<file path="config.mk">
export PLATFORM = sky130hd
export DESIGN_NAME = frame_offset_unit
export DESIGN_NICKNAME = d
export VERILOG_FILES = /design/src/rtl/frame_offset_pkg.sv /design/src/rtl/fp_polarity.sv /design/src/rtl/offset_meter.sv /design/src/rtl/strobe_delay.sv /design/src/rtl/frame_offset_unit.sv
export SDC_FILE = /design/constraint.sdc
export NUM_CORES = 1
export LEC_CHECK = 0
export BUFFER_PORTS_ARGS = -buffer_cell sky130_fd_sc_hd__buf_2
export CAP_MARGIN = 20
export CORE_ASPECT_RATIO = 0.5
export CORE_MARGIN = 3
export CORE_UTILIZATION = 46
export DETAILED_ROUTE_END_ITERATION = 10
export PLACE_DENSITY = 0.79
export SYNTH_ARGS = -nofsm -noshare
export SYNTH_HDL_FRONTEND = slang
export SYNTH_SLANG_ARGS = --single-unit
</file>
<file path="constraint.sdc">
create_clock -name clk -period 1.9 [get_ports clk]
set_clock_uncertainty 0.1 [all_clocks]
set_input_delay 0.095 -clock clk [delete_from_list [all_inputs] [get_ports clk]]
set_output_delay 0.095 -clock clk [all_outputs]
set_load 0.01 [all_outputs]
</file>
<file path="src/rtl/frame_offset_pkg.sv">
package frame_offset_pkg;
  localparam int OFS_W = 12;
  typedef enum logic [1:0] {
    MS_IDLE = 2'd0,
    MS_WAIT = 2'd1,
    MS_MEAS = 2'd2,
    MS_DONE = 2'd3
  } meas_state_e;
endpackage

</file>
<file path="src/rtl/fp_polarity.sv">
module fp_polarity #(
  parameter int IDLE_RUN = 8
) (
  input  logic clk,
  input  logic rst_n,
  input  logic fp_i,
  input  logic fe_i,
  output logic gci_o,
  output logic ref_edge_o,
  output logic eval_edge_o
);
  localparam int RUN_W = $clog2(IDLE_RUN + 1);
  localparam logic [RUN_W-1:0] RUN_LAST = RUN_W'(IDLE_RUN - 1);

  logic             fp_q, fe_q, idle_q;
  logic             idle_d;
  logic [RUN_W-1:0] run_q, run_d;
  logic             same;

  always_comb begin
    same   = (fp_i == fp_q);
    run_d  = run_q;
    idle_d = idle_q;
    if (!same) begin
      run_d = '0;
    end else if (run_q != RUN_LAST) begin
      run_d = run_q + 1'b1;
    end
    if (same && (run_q == RUN_LAST)) begin
      idle_d = fp_i;
    end
  end

  always_ff @(posedge clk or negedge rst_n) begin
    if (!rst_n) begin
      fp_q   <= 1'b1;
      fe_q   <= 1'b1;
      idle_q <= 1'b1;
      run_q  <= '0;
    end else begin
      fp_q   <= fp_i;
      fe_q   <= fe_i;
      idle_q <= idle_d;
      run_q  <= run_d;
    end
  end

  assign gci_o       = ~idle_q;
  assign ref_edge_o  = (fp_q == idle_q) && (fp_i != idle_q);
  assign eval_edge_o = (fe_q == idle_q) && (fe_i != idle_q);
endmodule

</file>
<file path="src/rtl/offset_meter.sv">
module offset_meter
  import frame_offset_pkg::*;
(
  input  logic             clk,
  input  logic             rst_n,
  input  logic             ref_edge,
  input  logic             eval_edge,
  input  logic             start_i,
  input  logic             wide_i,
  output logic             done_o,
  output logic [OFS_W-1:0] offset_o
);
  localparam logic [OFS_W-1:0] CNT_MAX = '1;

  meas_state_e      state_q, state_d;
  logic             start_q;
  logic [1:0]       low_q, low_d;
  logic [OFS_W-1:0] cnt_q, cnt_d, cap_q, cap_d, ofs_q, ofs_d;
  logic             got_q, got_d, done_q, done_d;

  always_comb begin
    state_d = state_q;
    cnt_d   = (cnt_q == CNT_MAX) ? cnt_q : cnt_q + 1'b1;
    cap_d   = cap_q;
    got_d   = got_q;
    done_d  = done_q;
    ofs_d   = ofs_q;
    low_d   = low_q;
    if (start_i) begin
      low_d = 2'd0;
    end else if (ref_edge && (low_q != 2'd2)) begin
      low_d = low_q + 2'd1;
    end
    case (state_q)
      MS_IDLE: begin
        if (start_i && !start_q && (low_q == 2'd2) && !wide_i) begin
          state_d = MS_WAIT;
        end
      end
      MS_WAIT: begin
        if (ref_edge) begin
          state_d = MS_MEAS;
          cnt_d   = {{(OFS_W-1){1'b0}}, 1'b1};
          cap_d   = '0;
          got_d   = eval_edge;
        end
      end
      MS_MEAS: begin
        if (ref_edge) begin
          state_d = MS_DONE;
          done_d  = 1'b1;
          ofs_d   = got_q ? cap_q : CNT_MAX;
        end else if (eval_edge && !got_q) begin
          got_d = 1'b1;
          cap_d = cnt_q;
        end
      end
      default: ;
    endcase
    if (!start_i || wide_i) begin
      state_d = MS_IDLE;
      done_d  = 1'b0;
    end
  end

  always_ff @(posedge clk or negedge rst_n) begin
    if (!rst_n) begin
      state_q <= MS_IDLE;
      start_q <= 1'b0;
      low_q   <= 2'd0;
      cnt_q   <= '0;
      cap_q   <= '0;
      got_q   <= 1'b0;
      done_q  <= 1'b0;
      ofs_q   <= '0;
    end else begin
      state_q <= state_d;
      start_q <= start_i;
      low_q   <= low_d;
      cnt_q   <= cnt_d;
      cap_q   <= cap_d;
      got_q   <= got_d;
      done_q  <= done_d;
      ofs_q   <= ofs_d;
    end
  end

  assign done_o   = done_q;
  assign offset_o = ofs_q;
endmodule

</file>
<file path="src/rtl/strobe_delay.sv">
module strobe_delay #(
  parameter int NSTREAM  = 4,
  parameter int BIT_STEP = 4,
  parameter int MAX_DLY  = 8,
  parameter int SEL_W    = 4
) (
  input  logic                     clk,
  input  logic                     rst_n,
  input  logic                     ref_edge,
  input  logic [NSTREAM*SEL_W-1:0] cfg_i,
  output logic [NSTREAM-1:0]       strobe_o
);
  localparam int PH_W = $clog2(BIT_STEP);
  localparam logic [PH_W-1:0] PH_LAST = PH_W'(BIT_STEP - 1);
  localparam logic [SEL_W-1:0] SEL_MAX = SEL_W'(MAX_DLY);

  logic [PH_W-1:0]    ph_q, ph_d;
  logic [MAX_DLY-1:0] dly_q, dly_d;
  logic               nom;
  logic [MAX_DLY:0]   taps;

  always_comb begin
    if (ref_edge) begin
      ph_d = PH_W'(1);
    end else if (ph_q == PH_LAST) begin
      ph_d = '0;
    end else begin
      ph_d = ph_q + 1'b1;
    end
    nom   = (ph_q == PH_LAST);
    dly_d = {dly_q[MAX_DLY-2:0], nom};
    taps  = {dly_q, nom};
  end

  always_ff @(posedge clk or negedge rst_n) begin
    if (!rst_n) begin
      ph_q  <= '0;
      dly_q <= '0;
    end else begin
      ph_q  <= ph_d;
      dly_q <= dly_d;
    end
  end

  for (genvar s = 0; s < NSTREAM; s++) begin : g_stream
    logic [SEL_W-1:0] sel, eff;
    always_comb begin
      sel         = cfg_i[s*SEL_W +: SEL_W];
      eff         = (sel > SEL_MAX) ? SEL_MAX : sel;
      strobe_o[s] = taps[eff];
    end
  end
endmodule

</file>
<file path="src/rtl/frame_offset_unit.sv">
module frame_offset_unit
  import frame_offset_pkg::*;
#(
  parameter int NSTREAM  = 4,
  parameter int IDLE_RUN = 8,
  parameter int BIT_STEP = 4,
  parameter int MAX_DLY  = 8,
  parameter int SEL_W    = 4
) (
  input  logic                     clk,
  input  logic                     rst_n,
  input  logic                     fp_i,
  input  logic                     fe_i,
  input  logic                     start_i,
  input  logic                     wide_i,
  input  logic [NSTREAM*SEL_W-1:0] dly_cfg_i,
  output logic                     done_o,
  output logic [OFS_W-1:0]         offset_o,
  output logic                     gci_o,
  output logic [NSTREAM-1:0]       strobe_o
);
  logic rst_meta, rst_sync_n;
  logic ref_edge, eval_edge;

  always_ff @(posedge clk or negedge rst_n) begin
    if (!rst_n) begin
      rst_meta   <= 1'b0;
      rst_sync_n <= 1'b0;
    end else begin
      rst_meta   <= 1'b1;
      rst_sync_n <= rst_meta;
    end
  end

  fp_polarity #(.IDLE_RUN(IDLE_RUN)) u_pol (
    .clk(clk), .rst_n(rst_sync_n), .fp_i(fp_i), .fe_i(fe_i),
    .gci_o(gci_o), .ref_edge_o(ref_edge), .eval_edge_o(eval_edge)
  );

  offset_meter u_meter (
    .clk(clk), .rst_n(rst_sync_n), .ref_edge(ref_edge), .eval_edge(eval_edge),
    .start_i(start_i), .wide_i(wide_i), .done_o(done_o), .offset_o(offset_o)
  );

  strobe_delay #(
    .NSTREAM(NSTREAM), .BIT_STEP(BIT_STEP), .MAX_DLY(MAX_DLY), .SEL_W(SEL_W)
  ) u_strobe (
    .clk(clk), .rst_n(rst_sync_n), .ref_edge(ref_edge),
    .cfg_i(dly_cfg_i), .strobe_o(strobe_o)
  );
endmodule

</file>
==> metrics.txt, run 1 <==
# TYPE chip_impl_metric gauge
chip_impl_metric{name="core.rowCount",unit=""} 20
chip_impl_metric{name="timing.final.crit_period",unit="ps"} 1977
chip_impl_metric{name="drv_slew",unit=""} 0
chip_impl_metric{name="worst-path-max-fanout",unit=""} 5
chip_impl_metric{name="core_area",unit="sq um"} 6231
chip_impl_metric{name="final_antenna_net_count",unit=""} 0
chip_impl_metric{name="post-route-worst-setup-slack",unit="ps"} -77.39
chip_impl_metric{name="max_freq",unit="GHz"} 0.5057
chip_impl_metric{name="synth_enable_flop_cells",unit=""} 0
chip_impl_metric{name="power_leakage",unit="nW"} 1.798
chip_impl_metric{name="gr-usage-met1",unit="%"} 23.17
chip_impl_metric{name="layout-drive-gt1-share",unit="%"} 25.95
chip_impl_metric{name="timing.final.hold_violations",unit=""} 0
chip_impl_info{name="timing.critical_path.cells",value="ha_4 > mux4_2 > mux2i_2 > o21ai_1 > buf_2"} 1
chip_impl_metric{name="vias_per_cell",unit=""} 5.420
chip_impl_info{name="synth_top_flop_cell",value="sky130_fd_sc_hd__dfrtp_1"} 1
chip_impl_metric{name="cts.reportedPaths.clkPinSlew",unit="ps"} 50
chip_impl_info{name="cts_tree",value="built"} 1
chip_impl_metric{name="totalWireLength",unit="mm"} 6.433
chip_impl_metric{name="die_width",unit="um"} 120.8
chip_impl_metric{name="worst-path-buf-inv",unit=""} 1
chip_impl_metric{name="drt_first_iter_violations",unit=""} 241
chip_impl_info{name="cts-root-buf",value="sky130_fd_sc_hd__clkbuf_16"} 1
chip_impl_metric{name="postSynthAreaPerCell",unit="sq um"} 10.83
chip_impl_metric{name="yosysWarnings",unit=""} 0
chip_impl_info{name="layout.cells.most_common",value="sky130_fd_sc_hd__dfrtp_1"} 1
chip_impl_info{name="failing_checks",value="negative setup slack"} 1
chip_impl_metric{name="routed_via_count",unit=""} 2336
chip_impl_metric{name="place_hpwl",unit="mm"} 4.331
chip_impl_info{name="path_class",value="reg2out"} 1
chip_impl_metric{name="post_synth_inst_count",unit=""} 280
chip_impl_metric{name="detail_route.drc_violations",unit=""} 0
chip_impl_metric{name="globalRouteMet2Util",unit="%"} 29.33
chip_impl_metric{name="clock_path_buffers",unit=""} 2
chip_impl_metric{name="post_dp_cell_area",unit="sq um"} 3382
chip_impl_info{name="endpoint_kind",value="output pin"} 1
chip_impl_metric{name="floorplan.initialDensity",unit="%"} 48.65
chip_impl_info{name="top_family_by_delay_on_critical_path",value="multiplexers"} 1
chip_impl_metric{name="worst_path_largest_cell_delay",unit="ps"} 460
chip_impl_metric{name="seq_area_frac_synth",unit="%"} 51.30
chip_impl_info{name="outcome",value="finished with violations"} 1
chip_impl_metric{name="routedWlPerCell",unit="um"} 14.93
chip_impl_metric{name="worst_slack_on_hold_paths",unit="ps"} 161.9
chip_impl_metric{name="synth.ff_latch_count",unit=""} 62
chip_impl_metric{name="grt_antenna_before_repair",unit=""} 0
chip_impl_info{name="setup.worst_path.start_class",value="register"} 1
chip_impl_metric{name="cts_htree_levels",unit=""} 3
chip_impl_metric{name="first_global_vias",unit=""} 2274
chip_impl_info{name="min-delay-path-class",value="reg2async"} 1
chip_impl_info{name="grt_busiest_layer",value="met2"} 1
chip_impl_metric{name="drv_cap",unit=""} 0
chip_impl_info{name="rsz0062_at_grt",value="yes"} 1
chip_impl_metric{name="tritoncts.num_buffers",unit=""} 9
chip_impl_metric{name="peakVddDrop",unit="mV"} 0.5667
chip_impl_metric{name="die_y_extent",unit="um"} 63.41
chip_impl_metric{name="ys_async_sr_fraction",unit="%"} 100.0
chip_impl_metric{name="globalRouteTotalUtil",unit="%"} 18.45
chip_impl_metric{name="timing.critical_path.required",unit="ps"} 1700
chip_impl_metric{name="number_of_detailed_route_iterations_in_the_first_pass",unit=""} 4
chip_impl_metric{name="final.period_utilization",unit="%"} 104.1
chip_impl_metric{name="clock_insertion_delay_worst_skew",unit="ps"} 330
chip_impl_metric{name="grt_first_pass_wirelength",unit="mm"} 10.90
chip_impl_metric{name="layout.nets",unit=""} 368
chip_impl_metric{name="syn-cell-area",unit="sq um"} 3032
chip_impl_info{name="cpMaxStageDelayCell",value="sky130_fd_sc_hd__mux4_2"} 1
chip_impl_metric{name="met3_usage",unit="%"} 6.278
chip_impl_metric{name="post-route-util",unit="%"} 61.06
chip_impl_metric{name="report.final.setup_viol",unit=""} 4
chip_impl_metric{name="largest_net_degree_at_the_start_of_global_routing",unit=""} 61
chip_impl_metric{name="area_grow_syn2layout",unit="%"} 25.51
chip_impl_metric{name="floorplan.io_pins",unit=""} 40
chip_impl_metric{name="antenna_cells",unit=""} 0
chip_impl_metric{name="place_ws",unit="ps"} -43.17
chip_impl_metric{name="worst_ep_arrival_time",unit="ps"} 1780
chip_impl_metric{name="global_route.overflow_total",unit=""} 0
chip_impl_metric{name="power-per-cell-area",unit="nW/um^2"} 1304
chip_impl_metric{name="io_buffer_count",unit=""} 39
chip_impl_metric{name="syn_nets",unit=""} 310
chip_impl_metric{name="cts_num_sinks",unit=""} 62
chip_impl_info{name="final_cell_mix",value="sky130_fd_sc_hd__dfrtp_1 (58), sky130_fd_sc_hd__nand2_1 (39), sky130_fd_sc_hd__buf_2 (39)"} 1
chip_impl_metric{name="post-route-cell-area",unit="sq um"} 3805
chip_impl_metric{name="gp_routability_congestion",unit=""} 0.8868
chip_impl_metric{name="floorplan.die_area",unit="sq um"} 7660
chip_impl_metric{name="synth_cell_types",unit=""} 54
## sequential cells by signal, summed over array words and instances, names as in the netlist
signal,count
u_pol.run_q,4
u_strobe.dly_q,8
u_pol.fe_q,1
u_meter.offset_o,12
u_meter.cnt_q,12
u_meter.got_q,1
rst_meta,1
u_meter.low_q,2
u_meter.cap_q,12
u_meter.done_o,1
u_strobe.ph_q,2
u_meter.state_q,2
u_pol.fp_q,1
u_pol.idle_q,1
u_meter.start_q,1
rst_sync_n,1
## cells in the mapped netlist (3+ instances only)
cell type                  instances  area share, %
sky130_fd_sc_hd__nand3_1           5           0.83
sky130_fd_sc_hd__nor2b_1          13            2.7
sky130_fd_sc_hd__o21ai_1          14            2.3
sky130_fd_sc_hd__ha_1              8            3.3
sky130_fd_sc_hd__inv_1            20            2.5
sky130_fd_sc_hd__nor2_1           15            1.9
sky130_fd_sc_hd__o21ai_0          11            1.8
sky130_fd_sc_hd__mux2i_1          18            5.9
sky130_fd_sc_hd__nor3_1            6           0.99
sky130_fd_sc_hd__nand2_1          39            4.8
sky130_fd_sc_hd__a21oi_1           6           0.99
sky130_fd_sc_hd__mux4_2            8            5.9
sky130_fd_sc_hd__a31oi_1           3           0.62
sky130_fd_sc_hd__nand2b_1          3           0.62
sky130_fd_sc_hd__dfrtp_1          59             49
sky130_fd_sc_hd__buf_2             3           0.50
sky130_fd_sc_hd__dfstp_2           3            2.6
## final timing paths
check                                  from               end  slack (ps)  cells after the start
min in group clk                   rst_meta        rst_sync_n         260                      0
max                        u_strobe.ph_q[0]       strobe_o[0]         -80                      5
min reg2reg                      rst_sync_n  u_meter.cap_q[2]         160                      1
max in group asynchronous             rst_n        rst_sync_n        1050                      3
max reg2reg                u_meter.cnt_q[4]  u_meter.cnt_q[9]         100                      4
min                              rst_sync_n  u_meter.cap_q[2]         160                      1
## report_power, final
part | internal (mW) | leakage (nW) | switching (mW) | total [mW]
combinational | 0.605 | 0.852 | 0.610 | 1.21
sequential | 1.71 | 0.793 | 0.430 | 2.14
clock | 1.08 | 0.152 | 0.530 | 1.61
total | 3.39 | 1.80 | 1.57 | 4.96
## final cells by class
class	count	area, sq um
Clock buffer	12	256.5
Clock inverter	4	45.04
Fill cell	456	2426
Inverter	20	75.07
Multi-Input combinational cell	192	1421
Sequential cell	62	1556
Tap cell	88	110.1
Timing Repair Buffer	53	340.3
## worst register-to-register path, delay by kind of cell (launching register included)
family / cells / cell delay, ps
AOI/OAI and AO/OA: 1 / 190
and+or+nand+nor: 3 / 980
DFF: 1 / 450
## logic make-up after synthesis
family,share of synthesized area (%)
fa+ha+maj,3.302
mux,11.89
xor+xnor,0.8669
simple gates,18.16
other cells,0.1237
flops,51.30
compound gates,10.77
buf+inv,3.590
## stage by stage
stage	power [mW]	setup TNS (ps)	instances
after floorplan	2.801	0	280
after global placement	3.138	0	408
after detailed placement	3.231	-93.89	408
after CTS	4.955	-183.0	431
after global routing	5.278	-395.9	431
final	4.961	-147.5	431
## timing repair
item                                    in CTS  in global routing
hold endpoints to repair                     8                  0
pin swaps                                    1                  1
endpoints found under the setup margin       9                 27
hold buffers                                 6                  0
setup buffers                                1                  0
resized for setup                            9                  7
## layer usage
metal | vias to the layer above | part of all wire [%]
li1 | 1109 | -
met4 | 0 | 2.4
met1 | 1120 | 43
met3 | 16 | 6.6
met5 | - | 0
met2 | 91 | 48
Power figures use the tool's default switching activity.
==> inputs of run 2 (changes only) <==
--- a/config.mk
+++ b/config.mk
@@ -11,7 +11,7 @@
 export CORE_MARGIN = 3
 export CORE_UTILIZATION = 46
 export DETAILED_ROUTE_END_ITERATION = 10
-export PLACE_DENSITY = 0.79
+export PLACE_DENSITY = 0.77
 export SYNTH_ARGS = -nofsm -noshare
 export SYNTH_HDL_FRONTEND = slang
 export SYNTH_SLANG_ARGS = --single-unit
==> constraint.sdc (replaced) <==
create_clock -name clk -period 2.1 [get_ports clk]
set_clock_uncertainty 0.1 [all_clocks]
set_input_delay 0.105 -clock clk [delete_from_list [all_inputs] [get_ports clk]]
set_output_delay 0.105 -clock clk [all_outputs]
set_load 0.01 [all_outputs]
==> run 2 against run 1 <==
  * The run now ends clean
  * Via count fell by 2.3%
  * Sequential power fell by 11%
  * Utilization fell by 0.62 points
  * Critical path depth did not move
  * Sequential share of layout area rose by 0.42 points
  * Critical path type unchanged
  * Largest cell class unchanged
==> metrics.txt, run 2 (same netlist as run 1, synthesis figures left out) <==
# TYPE chip_impl_metric gauge
chip_impl_metric{name="stdcell_count",unit=""} 428
chip_impl_metric{name="cts_htree_levels",unit=""} 3
chip_impl_metric{name="max_freq",unit="GHz"} 0.5135
chip_impl_metric{name="cts_num_sinks",unit=""} 62
chip_impl_metric{name="drv_slew",unit=""} 0
chip_impl_metric{name="timing.final.crit_period",unit="ps"} 1948
chip_impl_info{name="outcome",value="complete, no violations"} 1
chip_impl_metric{name="final.fill_count",unit=""} 485
chip_impl_metric{name="drv_cap",unit=""} 0
chip_impl_metric{name="first_global_vias",unit=""} 2321
chip_impl_info{name="endpoint_kind",value="output pin"} 1
chip_impl_metric{name="core.rowCount",unit=""} 20
chip_impl_metric{name="drt_first_iter_violations",unit=""} 195
chip_impl_metric{name="routed_via_count",unit=""} 2282
chip_impl_info{name="cpMaxStageDelayCell",value="sky130_fd_sc_hd__mux4_2"} 1
chip_impl_metric{name="floorplan.die_area",unit="sq um"} 7660
chip_impl_metric{name="dp_cells",unit=""} 406
chip_impl_info{name="final_cell_mix",value="sky130_fd_sc_hd__dfrtp_1 (58), sky130_fd_sc_hd__nand2_1 (39), sky130_fd_sc_hd__buf_2 (39)"} 1
chip_impl_metric{name="tritoncts.num_buffers",unit=""} 9
chip_impl_metric{name="clock_insertion_delay_worst_skew",unit="ps"} 330
chip_impl_metric{name="globalRouteTotalUtil",unit="%"} 18.38
chip_impl_info{name="crit-reg2reg-launch",value="u_meter.state_q[1]"} 1
chip_impl_metric{name="power_leakage",unit="nW"} 1.791
chip_impl_metric{name="floorplan.initialDensity",unit="%"} 48.65
chip_impl_metric{name="post-route-cell-area",unit="sq um"} 3766
chip_impl_metric{name="routedWlPerCell",unit="um"} 15.05
chip_impl_metric{name="combPwrFrac",unit="%"} 22.2
chip_impl_info{name="timing.critical_path.cells",value="ha_2 > mux4_2 > mux2i_1 > o21ai_0 > buf_2"} 1
chip_impl_metric{name="power.share.switching",unit="%"} 30.15
chip_impl_info{name="setup.worst_path.start_class",value="register"} 1
chip_impl_info{name="cts-root-buf",value="sky130_fd_sc_hd__clkbuf_16"} 1
chip_impl_metric{name="power.switching",unit="mW"} 1.403
chip_impl_metric{name="maxSlewHeadroom",unit="%"} 65.89
chip_impl_metric{name="die_y_extent",unit="um"} 63.41
chip_impl_metric{name="ff2ff_path_depth",unit=""} 6
chip_impl_metric{name="cts.reportedPaths.clkPinSlew",unit="ps"} 50
chip_impl_info{name="layout.cells.most_common",value="sky130_fd_sc_hd__dfrtp_1"} 1
chip_impl_metric{name="global_route.overflow_total",unit=""} 0
chip_impl_info{name="path_class",value="reg2out"} 1
chip_impl_metric{name="timing.critical_path.required",unit="ps"} 1890
chip_impl_info{name="crit_path_start",value="u_strobe.ph_q[0]"} 1
chip_impl_metric{name="number_of_detailed_route_iterations_in_the_first_pass",unit=""} 4
chip_impl_metric{name="worst-path-buf-inv",unit=""} 1
chip_impl_metric{name="fin_tns_setup",unit="ps"} 0
chip_impl_metric{name="report.final.setup_viol",unit=""} 0
chip_impl_metric{name="layout.nets",unit=""} 365
chip_impl_metric{name="die_width",unit="um"} 120.8
chip_impl_metric{name="grt_antenna_before_repair",unit=""} 0
chip_impl_metric{name="r2r_slack",unit="ps"} 190
chip_impl_metric{name="detail_route.drc_violations",unit=""} 0
chip_impl_metric{name="post_dp_cell_area",unit="sq um"} 3354
chip_impl_metric{name="post-route-util",unit="%"} 60.44
chip_impl_metric{name="worst-path-max-fanout",unit=""} 6
chip_impl_metric{name="worst_ep_arrival_time",unit="ps"} 1740
chip_impl_info{name="top_family_by_delay_on_critical_path",value="multiplexers"} 1
chip_impl_metric{name="p_seq_share",unit="%"} 41.0
chip_impl_metric{name="peakVddDrop",unit="mV"} 0.5374
chip_impl_metric{name="core_area",unit="sq um"} 6231
chip_impl_info{name="cts_tree",value="built"} 1
chip_impl_metric{name="timing.final.hold_violations",unit=""} 0
chip_impl_metric{name="area_grow_syn2layout",unit="%"} 24.23
chip_impl_metric{name="clock_path_buffers",unit=""} 2
chip_impl_metric{name="share_of_power_burned_in_the_clock_network",unit="%"} 36.8
chip_impl_metric{name="cellInternalPower",unit="mW"} 3.250
chip_impl_metric{name="io_buffer_count",unit=""} 39
chip_impl_metric{name="grt_first_pass_wirelength",unit="mm"} 11.04
chip_impl_metric{name="worst_slew_pin_slew",unit="ps"} 508.3
chip_impl_metric{name="floorplan.io_pins",unit=""} 40
chip_impl_metric{name="final_antenna_net_count",unit=""} 0
chip_impl_metric{name="worst_path_largest_cell_delay",unit="ps"} 450
chip_impl_metric{name="place_hpwl",unit="mm"} 4.452
chip_impl_metric{name="vias_per_cell",unit=""} 5.332
chip_impl_metric{name="power-per-cell-area",unit="nW/um^2"} 1235
chip_impl_metric{name="largest_net_degree_at_the_start_of_global_routing",unit=""} 61
chip_impl_metric{name="antenna_cells",unit=""} 0
chip_impl_metric{name="gp_routability_congestion",unit=""} 0.8930
chip_impl_metric{name="layout-drive-gt1-share",unit="%"} 22.94
chip_impl_metric{name="totalWireLength",unit="mm"} 6.440
chip_impl_info{name="rsz0062_at_grt",value="no"} 1
chip_impl_metric{name="final.period_utilization",unit="%"} 92.74
chip_impl_info{name="r2r-end",value="u_meter.cap_q[1]"} 1
chip_impl_info{name="min-delay-path-class",value="reg2async"} 1
==> run 2: changes by cell type in the layout (fill, tap and decap cells not counted), sizes merged <==
cell	before	now
clkinvlp	0	1
bufinv	1	3
clkbuf	12	11
buf	47	44
clkinv	3	1
==> run 2: cell type report <==
class / count / area (sq um) / share of cell area, %
timing repair buffer: 50 / 305.3 / 8.106
tap: 88 / 110.1 / 2.924
clock buffer: 11 / 242.7 / 6.445
multi-input combinational: 192 / 1370 / 36.38
sequential: 62 / 1556 / 41.33
clock inverter: 5 / 106.4 / 2.824
inverter: 20 / 75.07 / 1.993
==> run 2: repair_timing <==
item | 4_1_cts | 5_1_grt
hold buffers | 6 | 0
setup endpoints to repair | 0 | 3
hold endpoints to repair | 8 | 0
gates resized for setup | 0 | 1
setup buffers | 0 | 0
==> run 2: worst max-delay path by stage <==
| stage | end | slack (ps) | cells past startpoint |
|---|---|---|---|
| floorplan | u_meter.cap_q[0] | 150 | 0 |
| global placement | u_meter.cnt_q[6] | 330 | 6 |
| detailed placement | u_meter.cnt_q[2] | 250 | 6 |
| CTS | strobe_o[3] | 70 | 5 |
| global route | strobe_o[0] | 10 | 5 |
| finish | strobe_o[3] | 150 | 5 |
==> run 2: worst reg2reg max path, cell delays in order, from the launching register on <==
cell	delay, ps
sky130_fd_sc_hd__dfrtp_1	380
sky130_fd_sc_hd__inv_1	110
sky130_fd_sc_hd__ha_1	250
sky130_fd_sc_hd__nand2b_1	190
sky130_fd_sc_hd__nor4b_4	220
sky130_fd_sc_hd__buf_4	280
sky130_fd_sc_hd__mux2i_1	290
==> run 2: power groups by stage <==
stage / combinational (mW) / sequential, mW / clock (mW)
3_5_place_dp: 1.02 / 1.91 / 0
5_1_grt: 1.17 / 1.97 / 1.79
3_3_place_gp: 0.967 / 1.88 / 0
4_1_cts: 1.05 / 1.90 / 1.73
6_report: 1.03 / 1.91 / 1.71
2_1_floorplan: 0.679 / 1.86 / 0
==> run 2: routing by layer <==
metal	vias up	GRT usage, %	wire, um
met5	-	0	0
met4	0	4.237	65
met3	11	6.637	300
met2	51	32.11	3173
li1	1102	-	-
met1	1118	21.88	2900
==> run 2: metrics by stage <==
stage               total power, mW  hold WS [ps]  setup WS (ps)
floorplan                     2.534        -290.6          151.1
global placement              2.848        -209.8          326.5
detailed placement            2.932        -202.7          245.2
CTS                           4.675         179.8          73.98
global route                  4.932         196.6          13.13
finish                        4.653         161.2          152.5
==> inputs of run 3 (changes only) <==
--- a/config.mk
+++ b/config.mk
@@ -5,7 +5,7 @@
 export SDC_FILE = /design/constraint.sdc
 export NUM_CORES = 1
 export LEC_CHECK = 0
-export BUFFER_PORTS_ARGS = -buffer_cell sky130_fd_sc_hd__buf_2
+export BUFFER_PORTS_ARGS = -buffer_cell sky130_fd_sc_hd__buf_4
 export CAP_MARGIN = 20
 export CORE_ASPECT_RATIO = 0.5
 export CORE_MARGIN = 3
==> run 3 against run 2 <==
  * Cell count increased by 0.23%
  * Fmax decreased by 1.8%
  * Cell area increased by 1.8%
  * Critical path depth unchanged
  * Critical endpoint is now strobe_o[1]
==> metrics.txt, run 3 (same netlist as run 1, synthesis figures left out) <==
# TYPE chip_impl_metric gauge
chip_impl_info{name="layout.cells.most_common",value="sky130_fd_sc_hd__dfrtp_1"} 1
chip_impl_metric{name="fin_tns_setup",unit="ps"} 0
chip_impl_metric{name="grt_first_pass_wirelength",unit="mm"} 11.14
chip_impl_metric{name="routedWlPerCell",unit="um"} 14.95
chip_impl_metric{name="place_ws",unit="ps"} 189.9
chip_impl_metric{name="largest_net_degree_at_the_start_of_global_routing",unit=""} 37
chip_impl_info{name="outcome",value="complete, no violations"} 1
chip_impl_metric{name="first_global_vias",unit=""} 2359
chip_impl_metric{name="timing.final.hold_violations",unit=""} 0
chip_impl_metric{name="drv_slew",unit=""} 0
chip_impl_metric{name="power_leakage",unit="nW"} 1.802
chip_impl_metric{name="worst_slew_pin_slew",unit="ps"} 569.1
chip_impl_metric{name="cts_htree_levels",unit=""} 3
chip_impl_metric{name="antenna_cells",unit=""} 0
chip_impl_metric{name="layout.nets",unit=""} 366
chip_impl_metric{name="max_freq",unit="GHz"} 0.5042
chip_impl_metric{name="met3_usage",unit="%"} 5.112
chip_impl_metric{name="fin_total_pwr",unit="mW"} 4.497
chip_impl_metric{name="area_grow_syn2layout",unit="%"} 26.45
chip_impl_metric{name="global_route.overflow_total",unit=""} 0
chip_impl_metric{name="drt_first_iter_violations",unit=""} 180
chip_impl_metric{name="maxSlewHeadroom",unit="%"} 62.06
chip_impl_metric{name="floorplan.initialDensity",unit="%"} 48.65
chip_impl_metric{name="cts.reportedPaths.clkPinSlew",unit="ps"} 50
chip_impl_metric{name="gp_routability_congestion",unit=""} 0.8343
chip_impl_metric{name="final.fill_count",unit=""} 477
chip_impl_metric{name="grt_antenna_before_repair",unit=""} 0
chip_impl_metric{name="globalRouteTotalUtil",unit="%"} 18.64
chip_impl_metric{name="totalWireLength",unit="mm"} 6.415
chip_impl_metric{name="gr-usage-met1",unit="%"} 22.55
chip_impl_metric{name="die_y_extent",unit="um"} 63.41
chip_impl_metric{name="worst_slack_on_hold_paths",unit="ps"} 163.8
chip_impl_metric{name="post-route-worst-setup-slack",unit="ps"} 116.6
chip_impl_metric{name="routed_via_count",unit=""} 2341
chip_impl_metric{name="final.period_utilization",unit="%"} 94.45
chip_impl_info{name="endpoint_kind",value="output pin"} 1
chip_impl_metric{name="floorplan.die_area",unit="sq um"} 7660
chip_impl_metric{name="detail_route.drc_violations",unit=""} 0
chip_impl_metric{name="post-route-util",unit="%"} 61.53
chip_impl_metric{name="clock_path_buffers",unit=""} 2
chip_impl_metric{name="timing.final.crit_period",unit="ps"} 1983
chip_impl_metric{name="timing.critical_path.required",unit="ps"} 1890
chip_impl_metric{name="power.switching",unit="mW"} 1.388
chip_impl_metric{name="die_width",unit="um"} 120.8
chip_impl_metric{name="number_of_detailed_route_iterations_in_the_first_pass",unit=""} 4
chip_impl_metric{name="worst-path-max-fanout",unit=""} 6
chip_impl_metric{name="clock_insertion_delay_worst_skew",unit="ps"} 330
chip_impl_metric{name="vias_per_cell",unit=""} 5.457
chip_impl_metric{name="drv_cap",unit=""} 0
chip_impl_metric{name="globalRouteMet2Util",unit="%"} 31.97
chip_impl_info{name="setup.worst_path.start_class",value="register"} 1
chip_impl_metric{name="cts_num_sinks",unit=""} 62
chip_impl_metric{name="place_hpwl",unit="mm"} 4.692
chip_impl_info{name="cts-root-buf",value="sky130_fd_sc_hd__clkbuf_16"} 1
chip_impl_metric{name="floorplan.io_pins",unit=""} 40
chip_impl_info{name="min-delay-path-class",value="reg2async"} 1
chip_impl_metric{name="r2r_slack",unit="ps"} 180
chip_impl_info{name="rsz0062_at_grt",value="no"} 1
chip_impl_metric{name="tritoncts.num_buffers",unit=""} 9
chip_impl_metric{name="final_antenna_net_count",unit=""} 0
chip_impl_metric{name="p_seq_share",unit="%"} 42.7
chip_impl_metric{name="power.share.switching",unit="%"} 30.87
chip_impl_metric{name="multiInputGateArea",unit="sq um"} 1379
chip_impl_metric{name="core.rowCount",unit=""} 20
chip_impl_info{name="final_cell_mix",value="sky130_fd_sc_hd__dfrtp_1 (58), sky130_fd_sc_hd__buf_4 (44), sky130_fd_sc_hd__nand2_1 (39)"} 1
chip_impl_metric{name="combPwrFrac",unit="%"} 24.7
chip_impl_metric{name="worst_ep_arrival_time",unit="ps"} 1780
chip_impl_info{name="path_class",value="reg2out"} 1
chip_impl_metric{name="io_buffer_count",unit=""} 39
chip_impl_metric{name="report.final.setup_viol",unit=""} 0
chip_impl_metric{name="area.sequential",unit="sq um"} 1556
chip_impl_metric{name="layout-drive-gt1-share",unit="%"} 22.87
chip_impl_metric{name="peakVddDrop",unit="mV"} 0.5437
chip_impl_metric{name="power-per-cell-area",unit="nW/um^2"} 1173
chip_impl_info{name="cts_tree",value="built"} 1
chip_impl_metric{name="share_of_power_burned_in_the_clock_network",unit="%"} 32.6
chip_impl_metric{name="core_area",unit="sq um"} 6231
chip_impl_metric{name="cellInternalPower",unit="mW"} 3.109
chip_impl_info{name="grt_busiest_layer",value="met2"} 1
-- run 3: cell types whose count changed in the layout (fill, tap and decap cells not counted) --
cell and delta:
sky130_fd_sc_hd__buf_2 -39, sky130_fd_sc_hd__clkinv_2 +1, sky130_fd_sc_hd__clkbuf_1 +1, sky130_fd_sc_hd__nor4_4 +1
sky130_fd_sc_hd__clkbuf_8 +1, sky130_fd_sc_hd__bufinv_16 -2, sky130_fd_sc_hd__clkinv_4 -1, sky130_fd_sc_hd__nor4_2 -1
sky130_fd_sc_hd__buf_4 +40
-- run 3: worst paths after layout --
| check | cells after the start | end | startpoint |
|---|---|---|---|
| max in group asynchronous | 1 | u_meter.cap_q[8] | rst_sync_n |
| worst min register to register | 0 | u_meter.cnt_q[4] | rst_sync_n |
| worst max-delay path | 5 | strobe_o[1] | u_strobe.ph_q[0] |
| min in group clk | 0 | rst_sync_n | rst_meta |
| worst min-delay path | 0 | u_meter.cnt_q[4] | rst_sync_n |
| worst max register to register | 6 | u_meter.cnt_q[2] | u_meter.cnt_q[1] |
-- run 3: worst max-delay path, cell delays in order, from the launching register on --
cell,delay (ps)
sky130_fd_sc_hd__dfrtp_1,380
sky130_fd_sc_hd__ha_2,230
sky130_fd_sc_hd__mux4_2,460
sky130_fd_sc_hd__mux2i_1,140
sky130_fd_sc_hd__o21ai_0,100
sky130_fd_sc_hd__buf_4,150
-- run 3: power groups by stage --
stage / combinational [mW] / sequential (mW) / clock (mW)
2_1_floorplan: 0.679 / 1.86 / 0
3_3_place_gp: 1.04 / 1.89 / 0
3_5_place_dp: 1.09 / 1.93 / 0
4_1_cts: 1.11 / 1.91 / 1.49
5_1_grt: 1.25 / 1.98 / 1.54
6_report: 1.11 / 1.92 / 1.47
-- run 3: area by class of cell --
cell class                      instances  area share, %
Multi-Input combinational cell        192          35.97
Inverter                               20          1.958
Clock buffer                           13          6.789
Tap cell                               88          2.872
Sequential cell                        62          40.60
Timing Repair Buffer                   51          10.70
Clock inverter                          3          1.110
-- run 3: routing by layer --
metal  up-vias  share of wire (%)
li1       1108                  -
met4         0                1.9
met2        76                 49
met5         -                  0
met3        14                5.4
met1      1143                 44
-- run 3: repair_timing --
item,4_1_cts,5_1_grt
resized for setup,0,2
buffers inserted,0,0
hold buffers,6,0
endpoints found under the setup margin,0,5
endpoints found under the hold margin,9,0
-- run 3: metrics by stage --
step | area, sq um | std cells
floorplan | 3032 | 280
global placement | 3460 | 407
detailed placement | 3460 | 407
CTS | 3822 | 429
global route | 3834 | 429
finish | 3834 | 429
